<file path="src/rtl/psk_fmt_pkg.sv">
`timescale 1ns/1ps
package psk_fmt_pkg;
  localparam int TAG_W = 3;
  localparam logic [TAG_W-1:0] TAG_BPSK = 3'd0;
  localparam logic [TAG_W-1:0] TAG_LAST = 3'd5;

  typedef enum logic [2:0] {
    S_IDLE, S_PRE, S_UW, S_MODE, S_LEN, S_BODY, S_DRAIN
  } fmt_state_e;
endpackage

</file>
<file path="src/rtl/psk_fmt_outq.sv">
`timescale 1ns/1ps
module psk_fmt_outq #(
  parameter int DW = 8,
  parameter int TW = 3
) (
  input  logic          clk,
  input  logic          rst,
  input  logic          nxt_valid,
  input  logic [DW-1:0] nxt_data,
  input  logic [TW-1:0] nxt_tag,
  input  logic          out_ready,
  output logic          adv,
  output logic          out_valid,
  output logic [DW-1:0] out_data,
  output logic [TW-1:0] out_tag
);
  assign adv = !out_valid || out_ready;

  always_ff @(posedge clk) begin
    if (rst) begin
      out_valid <= 1'b0;
      out_data  <= '0;
      out_tag   <= '0;
    end else if (adv) begin
      out_valid <= nxt_valid;
      if (nxt_valid) begin
        out_data <= nxt_data;
        out_tag  <= nxt_tag;
      end
    end
  end

  // a stalled byte must not change
  assert_hold_R9: assert property (@(posedge clk) disable iff (rst)
    (out_valid && !out_ready) |=> (out_valid && $stable(out_data) && $stable(out_tag)));
endmodule

</file>
<file path="src/rtl/psk_fmt_ctrl.sv">
`timescale 1ns/1ps
module psk_fmt_ctrl
  import psk_fmt_pkg::*;
#(
  parameter int          DW      = 8,
  parameter int          UW_W    = 16,
  parameter logic [UW_W-1:0] UW_WORD = 16'hE1B4,
  parameter int          PRE_MIN = 2,
  parameter int          PRE_MAX = 5,
  parameter int          PL_W    = 3
) (
  input  logic             clk,
  input  logic             rst,
  input  logic             start,
  input  logic [PL_W-1:0]  pre_len,
  input  logic [TAG_W-1:0] mode_sel,
  input  logic [DW-1:0]    in_data,
  input  logic             in_valid,
  output logic             in_ready,
  input  logic             adv,
  input  logic             out_fire,
  output logic             nxt_valid,
  output logic [DW-1:0]    nxt_data,
  output logic [TAG_W-1:0] nxt_tag,
  output logic             busy,
  output logic             done,
  output logic             err
);
  localparam int UW_NB = UW_W / DW;
  localparam int UW_CW = (UW_NB > 1) ? $clog2(UW_NB) : 1;
  localparam logic [PL_W-1:0] P_MIN = PL_W'(PRE_MIN);
  localparam logic [PL_W-1:0] P_MAX = PL_W'(PRE_MAX);
  localparam logic [UW_CW-1:0] UW_END = UW_CW'(UW_NB - 1);

  fmt_state_e       state;
  logic [PL_W-1:0]  pre_q, pre_cnt;
  logic [UW_CW-1:0] uw_cnt;
  logic [UW_W-1:0]  uw_sh;
  logic [TAG_W-1:0] mode_q;
  logic [DW-1:0]    body_cnt;
  logic             take;

  function automatic logic [PL_W-1:0] clamp_len(input logic [PL_W-1:0] v);
    if (v < P_MIN)      return P_MIN;
    else if (v > P_MAX) return P_MAX;
    else                return v;
  endfunction

  always_comb begin
    nxt_valid = 1'b0;
    nxt_data  = '0;
    nxt_tag   = TAG_BPSK;
    unique case (state)
      S_PRE:  begin nxt_valid = 1'b1; nxt_data = 8'hAA; end
      S_UW:   begin nxt_valid = 1'b1; nxt_data = uw_sh[UW_W-1 -: DW]; end
      S_MODE: begin nxt_valid = 1'b1; nxt_data = DW'(mode_q); end
      S_LEN, S_BODY: begin
        nxt_valid = in_valid;
        nxt_data  = in_data;
        nxt_tag   = mode_q;
      end
      default: ;
    endcase
  end

  assign take     = nxt_valid && adv;
  assign in_ready = ((state == S_LEN) || (state == S_BODY)) && adv;
  assign busy     = (state != S_IDLE);

  always_ff @(posedge clk) begin
    if (rst) begin
      state    <= S_IDLE;
      pre_q    <= P_MIN;
      pre_cnt  <= '0;
      uw_cnt   <= '0;
      uw_sh    <= '0;
      mode_q   <= TAG_BPSK;
      body_cnt <= '0;
      done     <= 1'b0;
      err      <= 1'b0;
    end else begin
      done <= 1'b0;
      err  <= 1'b0;
      unique case (state)
        S_IDLE: if (start) begin
          if (mode_sel > TAG_LAST) err <= 1'b1;
          else begin
            mode_q  <= mode_sel;
            pre_q   <= clamp_len(pre_len);
            pre_cnt <= '0;
            uw_cnt  <= '0;
            uw_sh   <= UW_WORD;
            state   <= S_PRE;
          end
        end
        S_PRE: if (take) begin
          if (pre_cnt == pre_q - PL_W'(1)) state <= S_UW;
          else pre_cnt <= pre_cnt + PL_W'(1);
        end
        S_UW: if (take) begin
          uw_sh <= uw_sh << DW;
          if (uw_cnt == UW_END) state <= S_MODE;
          else uw_cnt <= uw_cnt + UW_CW'(1);
        end
        S_MODE: if (take) state <= S_LEN;
        S_LEN: if (take) begin
          body_cnt <= in_data;
          state    <= (in_data == '0) ? S_DRAIN : S_BODY;
        end
        S_BODY: if (take) begin
          body_cnt <= body_cnt - DW'(1);
          if (body_cnt == DW'(1)) state <= S_DRAIN;
        end
        S_DRAIN: if (out_fire) begin
          done  <= 1'b1;
          state <= S_IDLE;
        end
        default: state <= S_IDLE;
      endcase
    end
  end

  // the body phase never runs with nothing left to forward
  assert_body_left_R5: assert property (@(posedge clk) disable iff (rst)
    (state == S_BODY) |-> (body_cnt != '0));
  // latched preamble count stays within its legal range during a frame
  assert_pre_range_R2: assert property (@(posedge clk) disable iff (rst)
    busy |-> (pre_q >= P_MIN && pre_q <= P_MAX));
endmodule

</file>
<file path="src/rtl/psk_frame_fmt.sv">
`timescale 1ns/1ps
module psk_frame_fmt
  import psk_fmt_pkg::*;
#(
  parameter int          DW      = 8,
  parameter int          UW_W    = 16,
  parameter logic [UW_W-1:0] UW_WORD = 16'hE1B4,
  parameter int          PRE_MIN = 2,
  parameter int          PRE_MAX = 5,
  parameter int          PL_W    = 3
) (
  input  logic             clk,
  input  logic             rst,
  input  logic             start,
  input  logic [PL_W-1:0]  pre_len,
  input  logic [TAG_W-1:0] mode_sel,
  input  logic [DW-1:0]    in_data,
  input  logic             in_valid,
  output logic             in_ready,
  output logic [DW-1:0]    out_data,
  output logic [TAG_W-1:0] out_tag,
  output logic             out_valid,
  input  logic             out_ready,
  output logic             busy,
  output logic             done,
  output logic             err
);
  logic             adv, nxt_valid;
  logic [DW-1:0]    nxt_data;
  logic [TAG_W-1:0] nxt_tag;
  logic             out_fire;

  assign out_fire = out_valid && out_ready;

  psk_fmt_ctrl #(
    .DW(DW), .UW_W(UW_W), .UW_WORD(UW_WORD),
    .PRE_MIN(PRE_MIN), .PRE_MAX(PRE_MAX), .PL_W(PL_W)
  ) u_ctrl (
    .clk(clk), .rst(rst), .start(start), .pre_len(pre_len),
    .mode_sel(mode_sel), .in_data(in_data), .in_valid(in_valid),
    .in_ready(in_ready), .adv(adv), .out_fire(out_fire),
    .nxt_valid(nxt_valid), .nxt_data(nxt_data), .nxt_tag(nxt_tag),
    .busy(busy), .done(done), .err(err)
  );

  psk_fmt_outq #(.DW(DW), .TW(TAG_W)) u_outq (
    .clk(clk), .rst(rst), .nxt_valid(nxt_valid), .nxt_data(nxt_data),
    .nxt_tag(nxt_tag), .out_ready(out_ready), .adv(adv),
    .out_valid(out_valid), .out_data(out_data), .out_tag(out_tag)
  );

  assert_err_idle_R6: assert property (@(posedge clk) disable iff (rst)
    err |-> (!busy && !out_valid));
  assert_done_idle_R7: assert property (@(posedge clk) disable iff (rst)
    done |-> (!busy && !out_valid));
  assert_tag_legal_R5: assert property (@(posedge clk) disable iff (rst)
    out_valid |-> (out_tag <= TAG_LAST));
  assert_inready_busy_R9: assert property (@(posedge clk) disable iff (rst)
    in_ready |-> busy);
endmodule

</file>
<file path="config.mk">
export PLATFORM = sky130hd
export DESIGN_NAME = psk_frame_fmt
export DESIGN_NICKNAME = d
export VERILOG_FILES = /design/src/rtl/psk_fmt_pkg.sv /design/src/rtl/psk_fmt_outq.sv /design/src/rtl/psk_fmt_ctrl.sv /design/src/rtl/psk_frame_fmt.sv
export SDC_FILE = /design/constraint.sdc
export NUM_CORES = 1
export LEC_CHECK = 0
export ABC_AREA = 1
export BUFFER_PORTS_ARGS = -buffer_cell sky130_fd_sc_hd__buf_4
export CORE_ASPECT_RATIO = 1.25
export CORE_UTILIZATION = 40
export CTS_CLUSTER_SIZE = 14
export DETAILED_ROUTE_END_ITERATION = 12
export SLEW_MARGIN = 40
export SYNTH_ARGS = -nofsm -noshare
export SYNTH_HDL_FRONTEND = slang
export SYNTH_SLANG_ARGS = --single-unit
</file>
<file path="constraint.sdc">
create_clock -name clk -period 1.85 [get_ports clk]
set_clock_uncertainty 0.05 [all_clocks]
set_input_delay 0.2775 -clock clk [delete_from_list [all_inputs] [get_ports clk]]
set_output_delay 0.2775 -clock clk [all_outputs]
set_load 0.02 [all_outputs]
</file>
== After elaboration in Yosys (flattened, before gate mapping) ==
Cells that the tools add are included.

* Output and inout bits: 16
* Bits in registers: 51
* Input port bits: 19
* Word-level logic and storage cells: 102

* Add/subtract/negate cells: 4
* Bitwise gates (word level): 4
* Reduce and logical (&&, ||, !) cells: 22
* Magnitude comparators: 3
* Mux-type cells: 37
* Equality and inequality tests: 20

{| class="wikitable"
|+ Operator list
! cell !! number
|-
| 2-to-1 mux 3 bit || 18
|-
| 2-to-1 mux 16 bit || 3
|-
| one-hot mux 16 bit (2 select lines) || 1
|-
| one-hot mux 8 bit (4 select lines) || 1
|-
| one-hot mux 3 bit (7 select lines) || 1
|-
| 2-to-1 mux 8 bit || 2
|-
| one-hot mux 8 bit (2 select lines) || 1
|-
| != test 2 x 1 -> 1 bit, second input constant || 7
|-
| AND reduction 11 bit || 1
|-
| != test 2 bit, second input constant || 5
|-
| equality test 3 bit, second input constant || 3
|-
| equality test 8 x 1 -> 1 bit, second input constant || 1
|-
| logical NOT 8 bit || 1
|-
| subtractor 8 x 1 -> 8 bit, second input constant || 1
|-
| equality test 3 x 2 -> 1 bit, second input constant || 2
|-
| > comparator 3 bit, second input constant || 2
|-
| 2-to-1 mux 1 bit || 6
|-
| one-hot mux 3 bit (2 select lines) || 1
|-
| AND reduction 3 bit || 2
|-
| nonzero test 2 bit || 3
|-
| OR reduction 3 bit || 2
|-
| AND reduction 5 bit || 1
|-
| NOT 1 bit || 4
|-
| one-hot mux 1 bit (2 select lines) || 2
|-
| 15 further kinds || 19
|}

== Longest topological paths before layout ==
Gate-level depths: netlist (run 1).

* Depth in word-level cells: 6
* Depth in mapped cells: 14
* Gate-level depth less buffers: 14

== Modules after synthesis ==
Synthesis (run 1) repeated with hierarchy kept, for this count alone.

* Cell total of the unflattened synthesis: 345
* Area total of the unflattened synthesis: 2283.4 µm²

{| class="wikitable"
|+ Modules (own cells, without submodules)
! module !! seq. area each (µm²) !! area an instance (µm²) !! instances !! cells an instance
|-
| psk_fmt_ctrl || 520.5 || 1711.6 || 1 || 266
|-
| psk_fmt_outq || 240.2 || 564.3 || 1 || 77
|-
| psk_frame_fmt || 0.0 || 7.5 || 1 || 2
|}

== Least setup slack after synthesis (run 1) ==
Ideal clock, no wire load.

* Kind: reg-to-reg
* From: register u_ctrl.state[2]
* To: register u_ctrl.pre_q[2]
* Path buffers: 0
* Stages on the path, launching flop included: 10
* Path slack: 0.344 ns
* Clock period less this slack: 1.506 ns
* Required time: 1.683 ns
* Data arrival time: 1.340 ns
* Library setup time: 0.117 ns
* Path through: dfxtp_1 -> nor2_4 -> nand2_4 -> inv_4 -> nand2_4 -> nor2_8 -> inv_2 -> or2_4 -> nand2_2 -> a21oi_1

* Cells in the longest elaborated chain, start to end: 2

{| class="wikitable"
|+ RTL lines
! what !! RTL line !! text
|-
| from (decl) || psk_fmt_ctrl.sv:35 || <nowiki>fmt_state_e state;</nowiki>
|-
| from (signal assigned) || psk_fmt_ctrl.sv:108 || <nowiki>state <= (in_data == '0) ? S_DRAIN : S_BODY;</nowiki>
|-
| logical NOT 3 bit || psk_fmt_ctrl.sv:84 || <nowiki>unique case (state)</nowiki>
|-
| AND reduction 3 bit (no line) || - ||
|-
| to (signal assigned) || psk_fmt_ctrl.sv:89 || <nowiki>pre_q <= clamp_len(pre_len);</nowiki>
|-
| to (decl) || psk_fmt_ctrl.sv:36 || <nowiki>logic [PL_W-1:0] pre_q, pre_cnt;</nowiki>
|}

No other way between the ends.
A chain may end at the register's enable or synchronous reset.

== Worst setup path in the final report (run 1) ==
* From: register u_ctrl.state[1]
* To: output in_ready

* Cells in the longest elaborated chain, start to end: 3
* Elaborated cells between the ends (all ways): 4
* Those cells by class: eq/ne (2); reduce/logical (2)

{| class="wikitable"
|+ RTL lines
! what !! RTL line !! text
|-
| equality test 3 bit || psk_fmt_ctrl.sv:67 || <nowiki>assign in_ready = ((state == S_LEN) || (state == S_BODY)) && adv;</nowiki>
|-
| logical OR 1 bit (*) || psk_fmt_ctrl.sv:67 ||
|-
| logical AND 1 bit (*) || psk_fmt_ctrl.sv:67 ||
|-
| to (decl) || psk_frame_fmt.sv:19 || <nowiki>output logic in_ready,</nowiki>
|}

Every way passes the cells marked *; elsewhere a longest branch is shown, timed or not.

==> results of run 1 <==
[cell type report]
type	count	area [um2]
Multi-Input combinational cell	217	1184
Sequential cell	38	762.0
Clock inverter	2	12.51
Tap cell	62	77.57
Inverter	44	170.2
Timing Repair Buffer	41	307.8
Fill cell	536	2556
Clock buffer	6	82.58
[registers in the layout (all words and copies together), names as in the netlist, 3 cells and up]
name             cells
u_ctrl.mode_q        3
u_ctrl.pre_q         3
u_ctrl.state         3
u_ctrl.uw_sh         3
u_ctrl.body_cnt      8
u_ctrl.pre_cnt       3
u_outq.out_tag       3
u_outq.out_data      8
[synthesized netlist by cell type (5+ instances only)]
cell / instances / share of area
o21ai_0: 23 / 0.053
dfxtp_1: 38 / 0.35
a21oi_1: 24 / 0.056
inv_1: 37 / 0.064
nand3_1: 14 / 0.032
nand2_1: 65 / 0.11
nor2_1: 34 / 0.059
nand4_1: 6 / 0.017
a31oi_1: 5 / 0.014
inv_2: 5 / 0.0087
[power breakdown]
group	internal [mW]	total [mW]	switching, mW
Combinational	0.622	1.72	1.09
Clock	0.300	0.609	0.310
Sequential	0.982	1.11	0.127
[repair_timing]
action | 4_1_cts | 5_1_grt
setup buffers | 0 | 0
resized for setup | 0 | 1
hold buffers | 0 | 0
endpoints found under the setup margin | 0 | 2
[final timing paths]
kind                                   start                              end  slack, ns  cells after the start
max             u_ctrl.state[1]$_SDFFE_PP0P_                         in_ready       0.19                      4
min                              mode_sel[1]    u_ctrl.mode_q[1]$_SDFFE_PP0P_       0.19                      3
max reg2reg     u_ctrl.state[2]$_SDFFE_PP0P_     u_ctrl.pre_q[2]$_SDFFE_PP0P_       0.20                     10
min reg2reg  u_outq.out_data[0]$_SDFFE_PP0P_  u_outq.out_data[0]$_SDFFE_PP0P_       0.42                      2
[worst max-delay path, stage by stage (launching register included)]
cell and delay (ns):
dfxtp_1 0.54, inv_2 0.15, nand2_4 0.15, nor2_4 0.06, buf_4 0.15
[kinds of logic after synthesis]
logic type | Yosys count | share of synthesized area
buf+inv | 51 | 0.1007
compound gates | 68 | 0.1869
flops | 38 | 0.3519
fa+ha+maj | 4 | 0.02315
simple gates | 141 | 0.3212
xor+xnor | 4 | 0.01621
[stage by stage]
step,utilization,cells,hold slack [ns]
after floorplan,-,306,0.3054
after global placement,0.4852,402,0.3992
after detailed placement,0.4852,402,0.4060
after CTS,0.5036,410,0.1905
after global routing,0.5039,410,0.2061
final,0.5039,410,0.1927
[metal layers]
metal  wire, um  part of all wire  up-vias
met4         67             0.013        0
met5          0                 0        -
met2       2815              0.54       28
li1           -                 -     1074
met1       2210              0.42      914
met3        163             0.031        6
[layout by cell type, fill, tap and decap left out, types with 2 or more instances in the layout]
cell type | synthesis | routed
nor3_1 | 3 | 3
o211ai_1 | 2 | 2
nor2_2 | 2 | 2
nand3_4 | 2 | 2
a21oi_1 | 24 | 24
nand2_2 | 4 | 4
o21ai_1 | 2 | 2
nor2_1 | 34 | 34
a31oi_1 | 5 | 5
a211oi_1 | 2 | 2
inv_4 | 2 | 2
inv_2 | 5 | 5
a21oi_2 | 4 | 4
nand2_4 | 4 | 4
clkbuf_8 | 0 | 6
nand3_1 | 14 | 14
nand2_1 | 65 | 65
buf_4 | 1 | 41
inv_1 | 37 | 37
nand3_2 | 2 | 2
xnor2_1 | 3 | 3
dfxtp_1 | 38 | 37
ha_1 | 4 | 4
nand4_1 | 6 | 6
nor2_4 | 3 | 3
o21ai_0 | 23 | 23
==> summary.md, run 1 <==
| Metric | Value |
|---|---|
| Clock-pin transition on the worst setup and hold timing paths | `0.08 ns` |
| Vias/cell | `4.932` |
| Setup WS post-layout | `0.1885 ns` |
| # diodes | `0` |
| Largest net degree at the start of global routing | `24` |
| M1 GR Usage | `0.2441` |
| Max-slew violation count | `0` |
| Via total after detailed routing | `2,022` |
| Syn_nets | `329` |
| PD cells | `1323 nW/um2` |
| Layout cells sized above 1 | `0.2385` |
| Power, Total | `3.435 mW` |
| Crit path max fanout | `8` |
| Netlist cell types | `37` |
| Io pins | `35` |
| CTS tree | `done` |
| Worst path required time | `1.52 ns` |
| Maximum VDD drop | `576.5 uV` |
| Overall Global Routing Usage | `0.2088` |
| Hold crit path type | `in -> reg` |
| Slew @ Worst Pin | `0.5178 ns` |
| Status | `finished clean` |
| CTS Sinks | `38` |
| Max_cap viols | `0` |
| Clk buf depth | `2` |
| Minimum clock period after layout | `1.661 ns` |
| Drt drc | `0` |
| Chip height | `84.20 um` |
| First-pass GRT wire length | `8997 um` |
| Dpl cell area | `2500 um2` |
| Area grow syn2layout | `20.08%` |
| Core box area | `5152 um2` |
| Crit Path Class | `reg -> out` |
| Iteration-0 DRC Markers | `109` |
| CP Capture Type | `primary output` |
| Final Setup Violations | `0` |
| Mapped Cells | `306` |
| Synthesized area | `2162 um2` |
| Nets@finish | `370` |
| WL final | `5256 um` |
| Placement Rows | `29` |
| Antenna violations before repair | `0` |
| Post-synth EDFFs | `0` |
| Gr ovfl total | `0` |
| Yosys warnings | `0` |
| Number of detailed-route iterations in the first pass | `4` |
| Setup WS pre-CTS | `0.1867 ns` |
| Register bit total from synthesis | `38` |
| Fin crit share | `0.8981` |
| Rel. slew slack | `0.6544` |
| Max Fclk | `601.9 MHz` |
| Die area | `5705 um2` |
| Primary FF master, synth | `dfxtp_1` |
| Avg WL per Cell | `12.82 um` |
| Async S/R FF share, synth | `0` |
| Number of H-tree levels | `2` |
| GRT met2 Usage | `0.3618` |
| Die Width | `67.76 um` |
| Vias in the first global route | `1,953` |
| Sequential fraction of the synthesis area | `0.3519` |
| Final Hold Vio Count | `0` |
| Post-synthesis average cell area | `7.066 um2` |
| Initial Utilization | `0.4196` |
| Detailed placement HPWL | `4049 um` |
| Final Cell Area | `2596 um2` |
| Final antenna-violating net count | `0` |
| CTS Buf Count | `5` |
| Crit path arrival time | `1.33 ns` |
| Routing usage on met3 | `0.04076` |
| Placer congestion estimate | `0.8336` |
| Clk Latency, worst-skew pair | `0.29 ns` |
| Crit start category | `register` |
| RSZ-0062 raised after global routing | `false` |
| P_leak | `1.173 nW` |
| Most crowded layer after global routing | `met2` |
| Sum of negative setup slack | `0 ns` |
| CTS Root Cell | `clkbuf_8` |
| PortBufs | `34` |
Note: power is estimated with default switching activity, not from simulation.
==> run 2: changes to the inputs <==
--- a/config.mk
+++ b/config.mk
@@ -5,9 +5,8 @@
 export SDC_FILE = /design/constraint.sdc
 export NUM_CORES = 1
 export LEC_CHECK = 0
-export ABC_AREA = 1
 export BUFFER_PORTS_ARGS = -buffer_cell sky130_fd_sc_hd__buf_4
-export CORE_ASPECT_RATIO = 1.25
+export CORE_ASPECT_RATIO = 1.2
 export CORE_UTILIZATION = 40
 export CTS_CLUSTER_SIZE = 14
 export DETAILED_ROUTE_END_ITERATION = 12
==> summary.md, run 2 <==
| Metric | Value |
|---|---|
| CTS tree | `done` |
| Largest regs | `u_ctrl.body_cnt (8), u_outq.out_data (8)` |
| Main combinational cell family by area after synthesis | `simple AND/OR/NAND/NOR gates` |
| Io pins | `35 (unchanged)` |
| Mapped Cells | `246 (-20%)` |
| Primary FF master, synth | `dfxtp_1` |
| Final Setup Violations | `0 (unchanged)` |
| Final Hold Vio Count | `0 (unchanged)` |
| CTS Sinks | `38 (unchanged)` |
| Most common cell in the synthesized netlist | `nor2_1` |
| Placement Rows | `27 (-6.9%)` |
| Mux contribution to synthesized area | `0.02033 (+0.02033)` |
| Detailed placement HPWL | `3763 um (-7.1%)` |
| Vias/cell | `5.382 (+9.1%)` |
| Crit path arrival time | `1.91 ns (+0.58 ns)` |
| Cts hold-fix bufs | `0 (unchanged)` |
| Synth cell count leaders | `nor2_1, dfxtp_1, nand2_1` |
| R2R Setup Slk | `0.07 ns (-0.13 ns)` |
| Final antenna-violating net count | `0 (unchanged)` |
| Register bit total from synthesis | `38 (unchanged)` |
| Post-synthesis average cell area | `8.006 um2 (+13%)` |
| Rel. slew slack | `0.6651 (+0.01070)` |
| Avg WL per Cell | `14.69 um (+15%)` |
| Clk buf depth | `2 (unchanged)` |
| Crit. Startpoint | `u_ctrl.body_cnt[0]$_SDFFE_PP0P_` |
| Yosys warnings | `0 (unchanged)` |
| CTS Buf Count | `5 (unchanged)` |
| Power, Total | `3.567 mW (+3.8%)` |
| Most frequent cells in the layout | `buf_4, nor2_1, dfxtp_1` |
| Max-slew violation count | `0 (unchanged)` |
| Clock-pin transition on the worst setup and hold timing paths | `0.08 ns (about the same)` |
| First-pass GRT wire length | `8369 um (-7.0%)` |
| Final Cell Area | `2540 um2 (-2.2%)` |
| Worst Hold Slack | `0.1815 ns (-0.01121 ns)` |
| Max_cap viols | `0 (unchanged)` |
| Drt drc | `0 (unchanged)` |
| Crit start category | `register` |
| Simple-gate share of the synthesized area | `0.2770 (-0.04418)` |
| Hold crit path type | `in -> reg` |
| Nets@finish | `310 (-16%)` |
| P_leak | `1.010 nW (-14%)` |
| Number of detailed-route iterations in the first pass | `4 (unchanged)` |
| # diodes | `0 (unchanged)` |
| Netlist cell types | `43 (+16%)` |
| Gr ovfl total | `0 (unchanged)` |
| Most common cell after layout, fill and taps aside | `buf_4` |
| Filler cells | `481 (-10%)` |
| Chip height | `78.87 um (-6.3%)` |
| Crit path max fanout | `4 (-4)` |
| Overall Global Routing Usage | `0.2108 (+0.001989)` |
| Sum of negative setup slack | `0 ns (unchanged)` |
| R2r worst-path depth | `7 (-3)` |
| Syn_nets | `269 (-18%)` |
| CTS Root Cell | `clkbuf_8` |
| Minimum clock period after layout | `1.781 ns (+0.1191 ns)` |
| Crit Path Class | `reg -> reg` |
| CP Capture Type | `register` |
| Area grow syn2layout | `28.97%` |
| Dpl cell area | `2344 um2 (-6.3%)` |
| Number of H-tree levels | `2 (unchanged)` |
| Critical Path End | `u_ctrl.body_cnt[6]$_SDFFE_PP0P_` |
| Share of the synthesized area in the top cell type | `0.3863 (+0.03443)` |
| Fin crit share | `0.9625 (+0.06439)` |
| RSZ-0062 raised after global routing | `true` |
| Synthesized area | `1969 um2 (-8.9%)` |
| Vias in the first global route | `1,814 (-7.1%)` |
| WL final | `5083 um (-3.3%)` |
| Via total after detailed routing | `1,862 (-7.9%)` |
| PD cells | `1404 nW/um2 (+6.1%)` |
| Status | `finished clean` |
| Die Width | `66.06 um (-2.5%)` |
| CP max-delay cell | `or3b_2` |
| Sequential fraction of the synthesis area | `0.3863 (+0.03443)` |
| Largest net degree at the start of global routing | `39 (+63%)` |
| PortBufs | `34 (unchanged)` |
| Top cells by area, synth | `dfxtp_1, nor2_1, a21oi_1` |
| R2R Path End | `u_ctrl.body_cnt[6]$_SDFFE_PP0P_` |
| Iteration-0 DRC Markers | `108 (-0.92%)` |
| Setup Buffers After CTS | `0 (unchanged)` |
| Dominant cell type by area after synthesis | `dfxtp_1` |
| Async S/R FF share, synth | `0 (unchanged)` |
| Post-Synth Adder-Cell Area | `0.02541 (+0.002265)` |
| Die area | `5209 um2 (-8.7%)` |
| Layout cells sized above 1 | `0.2674 (+0.02886)` |
| Antenna violations before repair | `0 (unchanged)` |
| Reg-to-reg startpoint | `u_ctrl.body_cnt[0]$_SDFFE_PP0P_` |
| Clk Latency, worst-skew pair | `0.29 ns (about the same)` |
| Synth Area in XOR/XNOR | `0.02922 (+0.01302)` |
| Compound-Gate Fraction of Synth Area | `0.2122 (+0.02528)` |
| Maximum VDD drop | `616.5 uV (+7.0%)` |
| Placer congestion estimate | `0.8562 (+2.7%)` |
| Max Fclk | `561.6 MHz (-6.7%)` |
| Post-synth EDFFs | `0 (unchanged)` |
| Worst path required time | `1.98 ns (+0.46 ns)` |
| CP Cell Sequence | `inv_1 -> ha_2 -> or3b_2 -> nor3_2 -> a41oi_1 -> o22ai_1 -> nor2_1` |
| Slew @ Worst Pin | `0.5023 ns (-0.01548 ns)` |
| Max incr delay on CP | `0.48 ns (-0.06 ns)` |
| Initial Utilization | `0.4224 (+0.002816)` |
| Core box area | `4662 um2 (-9.5%)` |
## run 2: cell count changes after synthesis, moves of 7 or more
cell / change
nand2_1: -44
inv_1: -31
o21ai_0: -13
a211oi_1: +9
nand2b_1: +9
nor3_1: +9
a21oi_1: -7
nand3_1: -7
## run 2: kinds of logic (layout without fill, tap and decap cells)
logic type,count (synthesis),in the layout
compound gates,62,62
xor+xnor,5,5
fa+ha+maj,4,4
buf+inv,22,64
flops,38,38
mux,4,4
simple gates,111,111
## run 2: worst min path at each step
stage                     depth (start not counted)                             from                              end
final                                             3                      mode_sel[0]    u_ctrl.mode_q[0]$_SDFFE_PP0P_
after global routing                              3                      mode_sel[0]    u_ctrl.mode_q[0]$_SDFFE_PP0P_
after CTS                                         3                      mode_sel[0]    u_ctrl.mode_q[0]$_SDFFE_PP0P_
after detailed placement                          2  u_outq.out_data[3]$_SDFFE_PP0P_  u_outq.out_data[3]$_SDFFE_PP0P_
after global placement                            2  u_outq.out_data[3]$_SDFFE_PP0P_  u_outq.out_data[3]$_SDFFE_PP0P_
after floorplan                                   2                      mode_sel[1]            u_ctrl.err$_SDFF_PP0_
## run 2: routing by layer
layer  track usage  routed length, um
met5             0                  0
met4       0.06383                 89
met3       0.05029                154
met2        0.3673               2561
met1        0.2516               2276
## run 2: repair_timing
action                                  in CTS  in global routing
endpoints found under the setup margin       1                  5
gates resized for setup                      1                 10
pin swaps                                    0                  2
## run 2: critical path, delay by kind of cell, from the launching register on
kind / cells / cell delay (ns)
AOI/OAI and AO/OA: 2 / 0.30
DFF: 1 / 0.34
buffers and inverters: 1 / 0.08
adders and majority gates: 1 / 0.19
and+or+nand+nor: 3 / 0.71
## run 2: power by group
| part | switching, mW | total, mW | leakage, nW | internal (mW) |
|---|---|---|---|---|
| clock network | 0.303 | 0.879 | 0.0714 | 0.575 |
| registers | 0.145 | 1.14 | 0.310 | 0.998 |
| logic | 0.845 | 1.55 | 0.629 | 0.700 |
| total | 1.29 | 3.57 | 1.01 | 2.27 |
## run 2: cell type report
cell class / count / area, um2 / share of cell area
Tap cell: 58 / 72.57 / 0.02857
Multi-Input combinational cell: 186 / 1164 / 0.4581
Clock buffer: 6 / 82.58 / 0.03251
Sequential cell: 38 / 765.7 / 0.3015
Clock inverter: 2 / 60.06 / 0.02365
Timing Repair Buffer: 49 / 367.9 / 0.1448
Inverter: 7 / 27.53 / 0.01084
## run 2: per-stage QoR
step	instances	worst slack [ns]	utilization
6_report	346	0.06939	0.5448
5_1_grt	346	-0.004252	0.5448
4_1_cts	346	0.0007157	0.5335
3_5_place_dp	338	0.005765	0.5027
3_3_place_gp	338	0.05038	0.5027
2_1_floorplan	246	0.1572	-
